## config.mk

```make
export PLATFORM = sky130hd
export DESIGN_NAME = prescaled_timer16
export DESIGN_NICKNAME = d
export VERILOG_FILES = /design/src/rtl/ptmr_pkg.sv /design/src/rtl/ptmr_rst_sync.sv /design/src/rtl/ptmr_prescale.sv /design/src/rtl/ptmr_count.sv /design/src/rtl/ptmr_regs.sv /design/src/rtl/prescaled_timer16.sv
export SDC_FILE = /design/constraint.sdc
export NUM_CORES = 1
export LEC_CHECK = 0
export CAP_MARGIN = 5
export CORE_ASPECT_RATIO = 1.5
export CORE_MARGIN = 1
export CORE_UTILIZATION = 24
export DETAILED_ROUTE_END_ITERATION = 12
export GPL_TIMING_DRIVEN = 0
export SLEW_MARGIN = 20
export SYNTH_ARGS = -nofsm -noshare
export SYNTH_HDL_FRONTEND = slang
export SYNTH_SLANG_ARGS = --single-unit
```

## constraint.sdc

```tcl
create_clock -name clk -period 2.59 [get_ports clk]
set_clock_uncertainty 0.15 [all_clocks]
set_input_delay 0.6475 -clock clk [delete_from_list [all_inputs] [get_ports clk]]
set_output_delay 0.6475 -clock clk [all_outputs]
set_load 0.02 [all_outputs]
```

## src/rtl/ptmr_pkg.sv

```systemverilog
package ptmr_pkg;
  localparam logic [1:0] ADDR_CNT_LO = 2'd0;
  localparam logic [1:0] ADDR_CNT_HI = 2'd1;
  localparam logic [1:0] ADDR_CTRL   = 2'd2;
  localparam logic [1:0] ADDR_CFG    = 2'd3;

  localparam logic [1:0] MODE_FULL16 = 2'b01;

  typedef enum logic [1:0] {
    TICK_SLOW = 2'd0,
    TICK_FAST = 2'd1,
    TICK_EACH = 2'd2
  } tick_sel_e;
endpackage

```

## src/rtl/ptmr_rst_sync.sv

```systemverilog
module ptmr_rst_sync (
  input  logic clk,
  input  logic rst_n,
  output logic rst_sync_n
);
  logic [1:0] stage_q;

  always_ff @(posedge clk or negedge rst_n) begin
    if (!rst_n) stage_q <= 2'b00;
    else        stage_q <= {stage_q[0], 1'b1};
  end

  assign rst_sync_n = stage_q[1];
endmodule

```

## src/rtl/ptmr_prescale.sv

```systemverilog
module ptmr_prescale
  import ptmr_pkg::*;
#(
  parameter int SLOW_DIV = 12,
  parameter int FAST_DIV = 4
) (
  input  logic      clk,
  input  logic      rst_n,
  input  logic      enable,
  input  tick_sel_e sel,
  output logic      tick,
  output logic      pre_idle
);
  localparam int PW = (SLOW_DIV > 2) ? $clog2(SLOW_DIV) : 1;
  localparam logic [PW-1:0] SLOW_LIM = PW'(SLOW_DIV - 1);
  localparam logic [PW-1:0] FAST_LIM = PW'(FAST_DIV - 1);

  logic [PW-1:0] pre_q, pre_d, limit;

  always_comb begin
    case (sel)
      TICK_FAST: limit = FAST_LIM;
      TICK_EACH: limit = '0;
      default:   limit = SLOW_LIM;
    endcase
  end

  assign tick = enable && (pre_q >= limit);

  always_comb begin
    if (!enable || tick) pre_d = '0;
    else                 pre_d = pre_q + 1'b1;
  end

  always_ff @(posedge clk or negedge rst_n) begin
    if (!rst_n) pre_q <= '0;
    else        pre_q <= pre_d;
  end

  assign pre_idle = (pre_q == '0);
endmodule

```

## src/rtl/ptmr_count.sv

```systemverilog
module ptmr_count #(
  parameter int CW = 16,
  parameter int BW = 8
) (
  input  logic          clk,
  input  logic          rst_n,
  input  logic          tick,
  input  logic [CW/BW-1:0] byte_we,
  input  logic [BW-1:0] wdata,
  output logic [CW-1:0] count,
  output logic          wrap
);
  localparam int NB = CW / BW;

  logic [CW-1:0] cnt_q, cnt_d, merged;
  logic          any_we;

  assign any_we = |byte_we;

  genvar b;
  generate
    for (b = 0; b < NB; b++) begin : g_byte
      assign merged[b*BW +: BW] = byte_we[b] ? wdata : cnt_q[b*BW +: BW];
    end
  endgenerate

  always_comb begin
    if (any_we)    cnt_d = merged;
    else if (tick) cnt_d = cnt_q + 1'b1;
    else           cnt_d = cnt_q;
  end

  always_ff @(posedge clk or negedge rst_n) begin
    if (!rst_n) cnt_q <= '0;
    else        cnt_q <= cnt_d;
  end

  assign wrap  = tick && !any_we && (&cnt_q);
  assign count = cnt_q;
endmodule

```

## src/rtl/ptmr_regs.sv

```systemverilog
module ptmr_regs
  import ptmr_pkg::*;
#(
  parameter int BW = 8
) (
  input  logic          clk,
  input  logic          rst_n,
  input  logic          ctrl_we,
  input  logic          cfg_we,
  input  logic [BW-1:0] wdata,
  input  logic          wrap,
  input  logic          ack,
  output logic          run,
  output logic          flag,
  output logic          ie,
  output logic          gie,
  output logic [1:0]    mode,
  output logic          fast,
  output logic          undiv
);
  logic       run_q, run_d, flag_q, flag_d, ie_q, ie_d, gie_q, gie_d;
  logic [1:0] mode_q, mode_d;
  logic       fast_q, fast_d, undiv_q, undiv_d;

  always_comb begin
    run_d   = run_q;
    ie_d    = ie_q;
    gie_d   = gie_q;
    mode_d  = mode_q;
    fast_d  = fast_q;
    undiv_d = undiv_q;
    flag_d  = flag_q;
    if (ctrl_we) begin
      run_d = wdata[0];
      ie_d  = wdata[2];
      gie_d = wdata[3];
      if (!wdata[1]) flag_d = 1'b0;
    end
    if (cfg_we) begin
      mode_d  = wdata[1:0];
      fast_d  = wdata[4];
      undiv_d = wdata[5];
    end
    if (ack)  flag_d = 1'b0;
    if (wrap) flag_d = 1'b1;
  end

  always_ff @(posedge clk or negedge rst_n) begin
    if (!rst_n) begin
      run_q   <= 1'b0;
      flag_q  <= 1'b0;
      ie_q    <= 1'b0;
      gie_q   <= 1'b0;
      mode_q  <= 2'b00;
      fast_q  <= 1'b0;
      undiv_q <= 1'b0;
    end else begin
      run_q   <= run_d;
      flag_q  <= flag_d;
      ie_q    <= ie_d;
      gie_q   <= gie_d;
      mode_q  <= mode_d;
      fast_q  <= fast_d;
      undiv_q <= undiv_d;
    end
  end

  assign run   = run_q;
  assign flag  = flag_q;
  assign ie    = ie_q;
  assign gie   = gie_q;
  assign mode  = mode_q;
  assign fast  = fast_q;
  assign undiv = undiv_q;
endmodule

```

## src/rtl/prescaled_timer16.sv

```systemverilog
module prescaled_timer16
  import ptmr_pkg::*;
#(
  parameter int COUNT_W  = 16,
  parameter int BYTE_W   = 8,
  parameter int SLOW_DIV = 12,
  parameter int FAST_DIV = 4
) (
  input  logic              clk,
  input  logic              rst_n,
  input  logic              reg_we,
  input  logic [1:0]        reg_addr,
  input  logic [BYTE_W-1:0] reg_wdata,
  output logic [BYTE_W-1:0] reg_rdata,
  input  logic              irq_ack,
  output logic              irq
);
  localparam int NB = COUNT_W / BYTE_W;

  logic               rst_sync_n;
  logic               run, flag, ie, gie, fast, undiv;
  logic [1:0]         mode;
  logic               count_en, tick, wrap, pre_idle;
  logic [NB-1:0]      byte_we;
  logic [COUNT_W-1:0] count;
  tick_sel_e          sel;

  ptmr_rst_sync u_rst (.clk(clk), .rst_n(rst_n), .rst_sync_n(rst_sync_n));

  genvar b;
  generate
    for (b = 0; b < NB; b++) begin : g_bwe
      assign byte_we[b] = reg_we && (reg_addr == 2'(b));
    end
  endgenerate

  always_comb begin
    if (!fast)      sel = TICK_SLOW;
    else if (undiv) sel = TICK_EACH;
    else            sel = TICK_FAST;
  end

  assign count_en = run && (mode == MODE_FULL16);

  ptmr_prescale #(.SLOW_DIV(SLOW_DIV), .FAST_DIV(FAST_DIV)) u_pre (
    .clk(clk), .rst_n(rst_sync_n), .enable(count_en), .sel(sel),
    .tick(tick), .pre_idle(pre_idle)
  );

  ptmr_count #(.CW(COUNT_W), .BW(BYTE_W)) u_cnt (
    .clk(clk), .rst_n(rst_sync_n), .tick(tick), .byte_we(byte_we),
    .wdata(reg_wdata), .count(count), .wrap(wrap)
  );

  ptmr_regs #(.BW(BYTE_W)) u_regs (
    .clk(clk), .rst_n(rst_sync_n),
    .ctrl_we(reg_we && (reg_addr == ADDR_CTRL)),
    .cfg_we(reg_we && (reg_addr == ADDR_CFG)),
    .wdata(reg_wdata), .wrap(wrap), .ack(irq_ack),
    .run(run), .flag(flag), .ie(ie), .gie(gie),
    .mode(mode), .fast(fast), .undiv(undiv)
  );

  always_comb begin
    reg_rdata = '0;
    case (reg_addr)
      ADDR_CNT_LO: reg_rdata = count[BYTE_W-1:0];
      ADDR_CNT_HI: reg_rdata = count[2*BYTE_W-1:BYTE_W];
      ADDR_CTRL:   reg_rdata[3:0] = {gie, ie, flag, run};
      default:     reg_rdata[5:0] = {undiv, fast, 2'b00, mode};
    endcase
  end

  assign irq = flag && ie && gie;
endmodule

```

**Word level (Yosys, flattened, before mapping)**

Index checks and enable logic that the tools add are counted.

- Flip-flop bits (word level): 30
- Bits of input ports: 14
- Output and inout bits: 9
- Word-level logic and storage cells: 59

- Add/subtract/negate cells: 2
- Order comparisons: 1
- Equality and inequality tests: 9
- Mux-type cells: 15
- Reductions and logical operators: 21

Operator list:

| kind | count |
|---|---|
| 16-bit 2-to-1 mux | 2 |
| 16-bit by 1-bit adder with 16-bit output (second input constant) | 1 |
| 8-bit 2-to-1 mux | 2 |
| 16-bit AND reduction | 1 |
| 4-bit case mux with 3 select lines | 1 |
| 1-bit logical AND | 10 |
| 4-bit case mux with 2 select lines | 1 |
| 2-bit by 1-bit equality test with 1-bit output (second input constant) | 3 |
| 2-bit equality test (second input constant) | 3 |
| 2-bit case mux with 3 select lines | 1 |
| 2-bit AND reduction | 3 |
| 4-bit by 1-bit adder with 4-bit output (second input constant) | 1 |
| 4-bit >= comparator | 1 |
| 1-bit 2-to-1 mux | 4 |
| 2-bit 2-to-1 mux | 2 |
| 4-bit 2-to-1 mux | 1 |
| 2-bit by 1-bit != test with 1-bit output (second input constant) | 2 |
| 2-bit case mux with 2 select lines | 1 |
| 3-bit by 1-bit != test with 1-bit output (second input constant) | 1 |
| 3-bit nonzero test | 1 |
| 1-bit logical NOT | 2 |
| 2-bit logical NOT | 1 |
| 2-bit nonzero test | 1 |
| 2-bit OR reduction | 1 |
| 1-bit logical OR | 1 |

**Longest topological paths before layout**

- Depth after elaboration: 10
- Mapped depth: 8
- Gate-level depth less buffers: 7

**Hierarchy**

From an unflattened synthesis, not the netlist that was laid out.

- Cells, all modules: 195
- Area, all modules: 1,873.0 um^2

Modules (own cells, without submodules):

| module | times used | cells an instance | area each (um^2) |
|---|---|---|---|
| ptmr_count | 1 | 113 | 980.9 |
| ptmr_regs | 1 | 18 | 297.8 |
| ptmr_prescale | 1 | 31 | 295.3 |
| prescaled_timer16 | 1 | 30 | 245.2 |
| ptmr_rst_sync | 1 | 3 | 53.8 |

**Least setup slack after synthesis**

No wires, ideal clock.

- Kind: input to output
- Start point: in reg_addr[0]
- End point: out reg_rdata[2]
- Arrival: 1.781 ns
- Path slack: 0.012 ns
- Stages: 4
- Path buffers: 2
- Cell sequence: buf_2 buf_1 mux2i_1 o21ai_0

- Longest elaborated chain between the ends: 2
- Elaborated cells between the ends (all ways): 4

Ends and longest elaborated chain:

| item | RTL line | text |
|---|---|---|
| from (decl) | prescaled_timer16.sv:12 | `input logic [1:0] reg_addr,` |
| 2-bit equality test (tied with other cells) | prescaled_timer16.sv:66 | `case (reg_addr)` |
| 4-bit case mux with 3 select lines * | prescaled_timer16.sv:66 |  |
| to (decl) | prescaled_timer16.sv:14 | `output logic [BYTE_W-1:0] reg_rdata,` |

Every way passes the cells marked *; elsewhere a longest branch is shown, timed or not.

**Final worst setup path**

- Start point: in reg_addr[0]
- End point: out reg_rdata[0]

Same word-level chain as after synthesis.

==> summary.md <==
| Metric | Value |
|---|---|
| H-tree levels | `2` |
| WL/cell | `16.2 um` |
| DRC | `0` |
| Syn avg cell area | `9.55 um2` |
| Final hold vios | `0` |
| FFs w/ async S/R, synth | `1.00` |
| Worst-path fanout max | `10` |
| Synth area leaders | `dfrtp_1, mux2i_1, mux2_2` |
| Leading area contributor after synthesis | `dfrtp_1` |
| Leak | `0.000998 uW` |
| Placed Instance Area | `2300 um2` |
| Row cnt | `40` |
| RSZ-0062 raised after global routing | `false` |
| Worst EP arrival | `1680 ps` |
| CORE AREA | `7960 um2` |
| Worst-skew pair later-pin latency | `270 ps` |
| DR iter-0 viols | `63` |
| Final Setup Violations | `0` |
| Number of global-route vias before repair | `1834` |
| Crit path kind | `in -> out` |
| Detailed placement HPWL | `4170 um` |
| Post-synthesis sequential area ratio | `0.381` |
| Hold Buf Count CTS | `0` |
| Status | `finished clean` |
| PD cells | `691 nW/um2` |
| Synth Cell Area | `1970 um2` |
| CTS tree | `yes` |
| Slew @ Worst Pin | `643 ps` |
| #FFs+latches synth | `30` |
| Die Height | `113 um` |
| Buffers on Ports | `20` |
| Final non-filler cell total | `339` |
| Sink Count | `30` |
| Most common cell in the netlist | `dfrtp_1` |
| Final Slew Violations | `0` |
| Die Wd | `75.9 um` |
| Clk buf depth | `2` |
| GRT Residual Overflow | `0` |
| Post-synth cell types | `54` |
| Pin count of the biggest net entering global routing | `29` |
| Num CTS Buffers | `5` |
| Mapped Cells | `206` |
| Area grow syn2layout | `23.9%` |
| Max_cap viols | `0` |
| Via density | `5.20` |
| Post-synth top cells | `dfrtp_1, nor2_1, nand2_1` |
| WP data required | `1790 ps` |
| Clock Tree Root | `clkbuf_16` |
| Routability cong. | `0.919` |
| Detailed Routing Iterations Pass 1 | `6` |
| Initial Utilization | `0.247` |
| WL final | `5510 um` |
| Critical Path End Type | `primary output` |
| Setup TNS | `0 ps` |
| Share of the synthesized area in the top cell type | `0.381` |
| HP Class | `reg -> async` |
| Top_reg_cell synth | `dfrtp_1` |
| Period utilization | `0.958` |
| Layout cells sized above 1 | `0.171` |
| Global-route usage over all layers | `0.136` |
| Final Util | `0.306` |
| Top Ports | `23` |
| Warnings, synthesis | `0` |
| Initial antenna violation count | `0` |
| # fillers | `841` |
| Post-synth EDFFs | `0` |
| Placed insts | `331` |
| First-pass GRT wire length | `9100 um` |
| Achievable Freq | `403 MHz` |
| Final nets | `252` |
| CP Launch Type | `input port` |
| Post-CTS setup buffers | `0` |
| Final worst path period need | `2480 ps` |
| Rel. slew slack | `0.571` |
| Post-DRT Antenna Nets | `0` |
| Design Area, Final | `2440 um2` |
| Peak VDD IR | `0.253 mV` |
| Diode count | `0` |
| Clk slew on worst S/H paths | `50 ps` |
| Die area | `8570 um2` |
| Synthesized Nets | `225` |
| Via count | `1763` |
-- layer usage --
metal  GRT usage  vias up  wire length [um]  part of all wire
met1       0.153      865              2460              0.45
met4      0.0679        0               135             0.025
li1            -      840                 -                 -
met5           0        -                 0                 0
met3      0.0315       12               251             0.046
met2       0.239       46              2660              0.48
-- cells by family (layout without fill, tap and decap cells) --
kind of cell / Yosys count / in the layout / synth area share
muxes: 17 / 17 / 0.104
DFF: 30 / 30 / 0.381
adders and majority gates: 5 / 5 / 0.0318
and+or+nand+nor: 83 / 83 / 0.236
xor gates and xnor gates: 2 / 2 / 0.00890
AOI/OAI and AO/OA: 51 / 51 / 0.199
other: 1 / 1 / 0.00191
buffers and inverters: 17 / 45 / 0.0369
-- layout make-up --
type                            count  area (um2)  share of cell area
Inverter                            4        15.0             0.00616
Tap cell                          105         131              0.0539
Multi-Input combinational cell    159        1140               0.469
Clock buffer                        7         143              0.0585
Buffer                             13        65.1              0.0267
Clock inverter                      1        5.00             0.00205
Timing Repair Buffer               20         183              0.0749
Sequential cell                    30         752               0.308
-- worst max-delay path: stages --
cell	delay (ps)
buf_2	160
buf_4	240
mux4_2	300
dlygate4sd2_1	330
-- registers in the layout, summed over array words and instances (netlist names) --
register	cells
u_cnt.count	16
u_pre.pre_q	4
u_regs.mode	2
u_rst.stage_q	2
u_regs.fast	1
u_regs.flag	1
u_regs.gie	1
u_regs.ie	1
u_regs.run	1
u_regs.undiv	1
-- layout by cell type (no fill, tap or decap), drive strengths merged, types with 7 or more instances in the layout --
| cell | count |
|---|---|
| a31oi | 7 |
| clkbuf | 15 |
| nand2 | 12 |
| mux2 | 7 |
| nand3 | 10 |
| clkdlybuf4s50 | 12 |
| nor2 | 21 |
| a211oi | 9 |
| and3 | 7 |
| dfrtp | 30 |
| mux2i | 8 |
| o21ai | 8 |
| buf | 7 |
-- timing repair --
item / in CTS / in global routing
gates resized for setup: 12 / 12
pin swaps: 0 / 0
setup endpoints to repair: 8 / 7
-- through the flow --
stage | setup slack [ps] | hold WS [ps] | power (uW)
floorplan | 11.7 | 181 | 959
CTS | 14.3 | 177 | 1700
global placement | -573 | 186 | 1120
global route | 2.98 | 213 | 1780
finish | 108 | 147 | 1680
detailed placement | -582 | 176 | 1130
-- worst paths after layout --
path,startpoint,to,slack (ps),depth (start not counted)
max,reg_addr[0],reg_rdata[0],110,4
min,u_rst.stage_q[1],u_pre.pre_q[1],150,0
max reg2reg,u_regs.fast,u_cnt.count[11],210,6
min reg2reg,u_rst.stage_q[1],u_pre.pre_q[1],150,0
max in group asynchronous,u_rst.stage_q[1],u_regs.gie,1720,0
min in group clk,u_rst.stage_q[0],u_rst.stage_q[1],200,0
-- report_power, final --
| part | internal [uW] | switching [uW] | total, uW | leakage (uW) |
|---|---|---|---|---|
| clock | 380 | 198 | 578 | 0.0000739 |
| combinational | 196 | 223 | 419 | 0.000556 |
| sequential | 557 | 131 | 687 | 0.000368 |
Power figures use the tool's default switching activity.
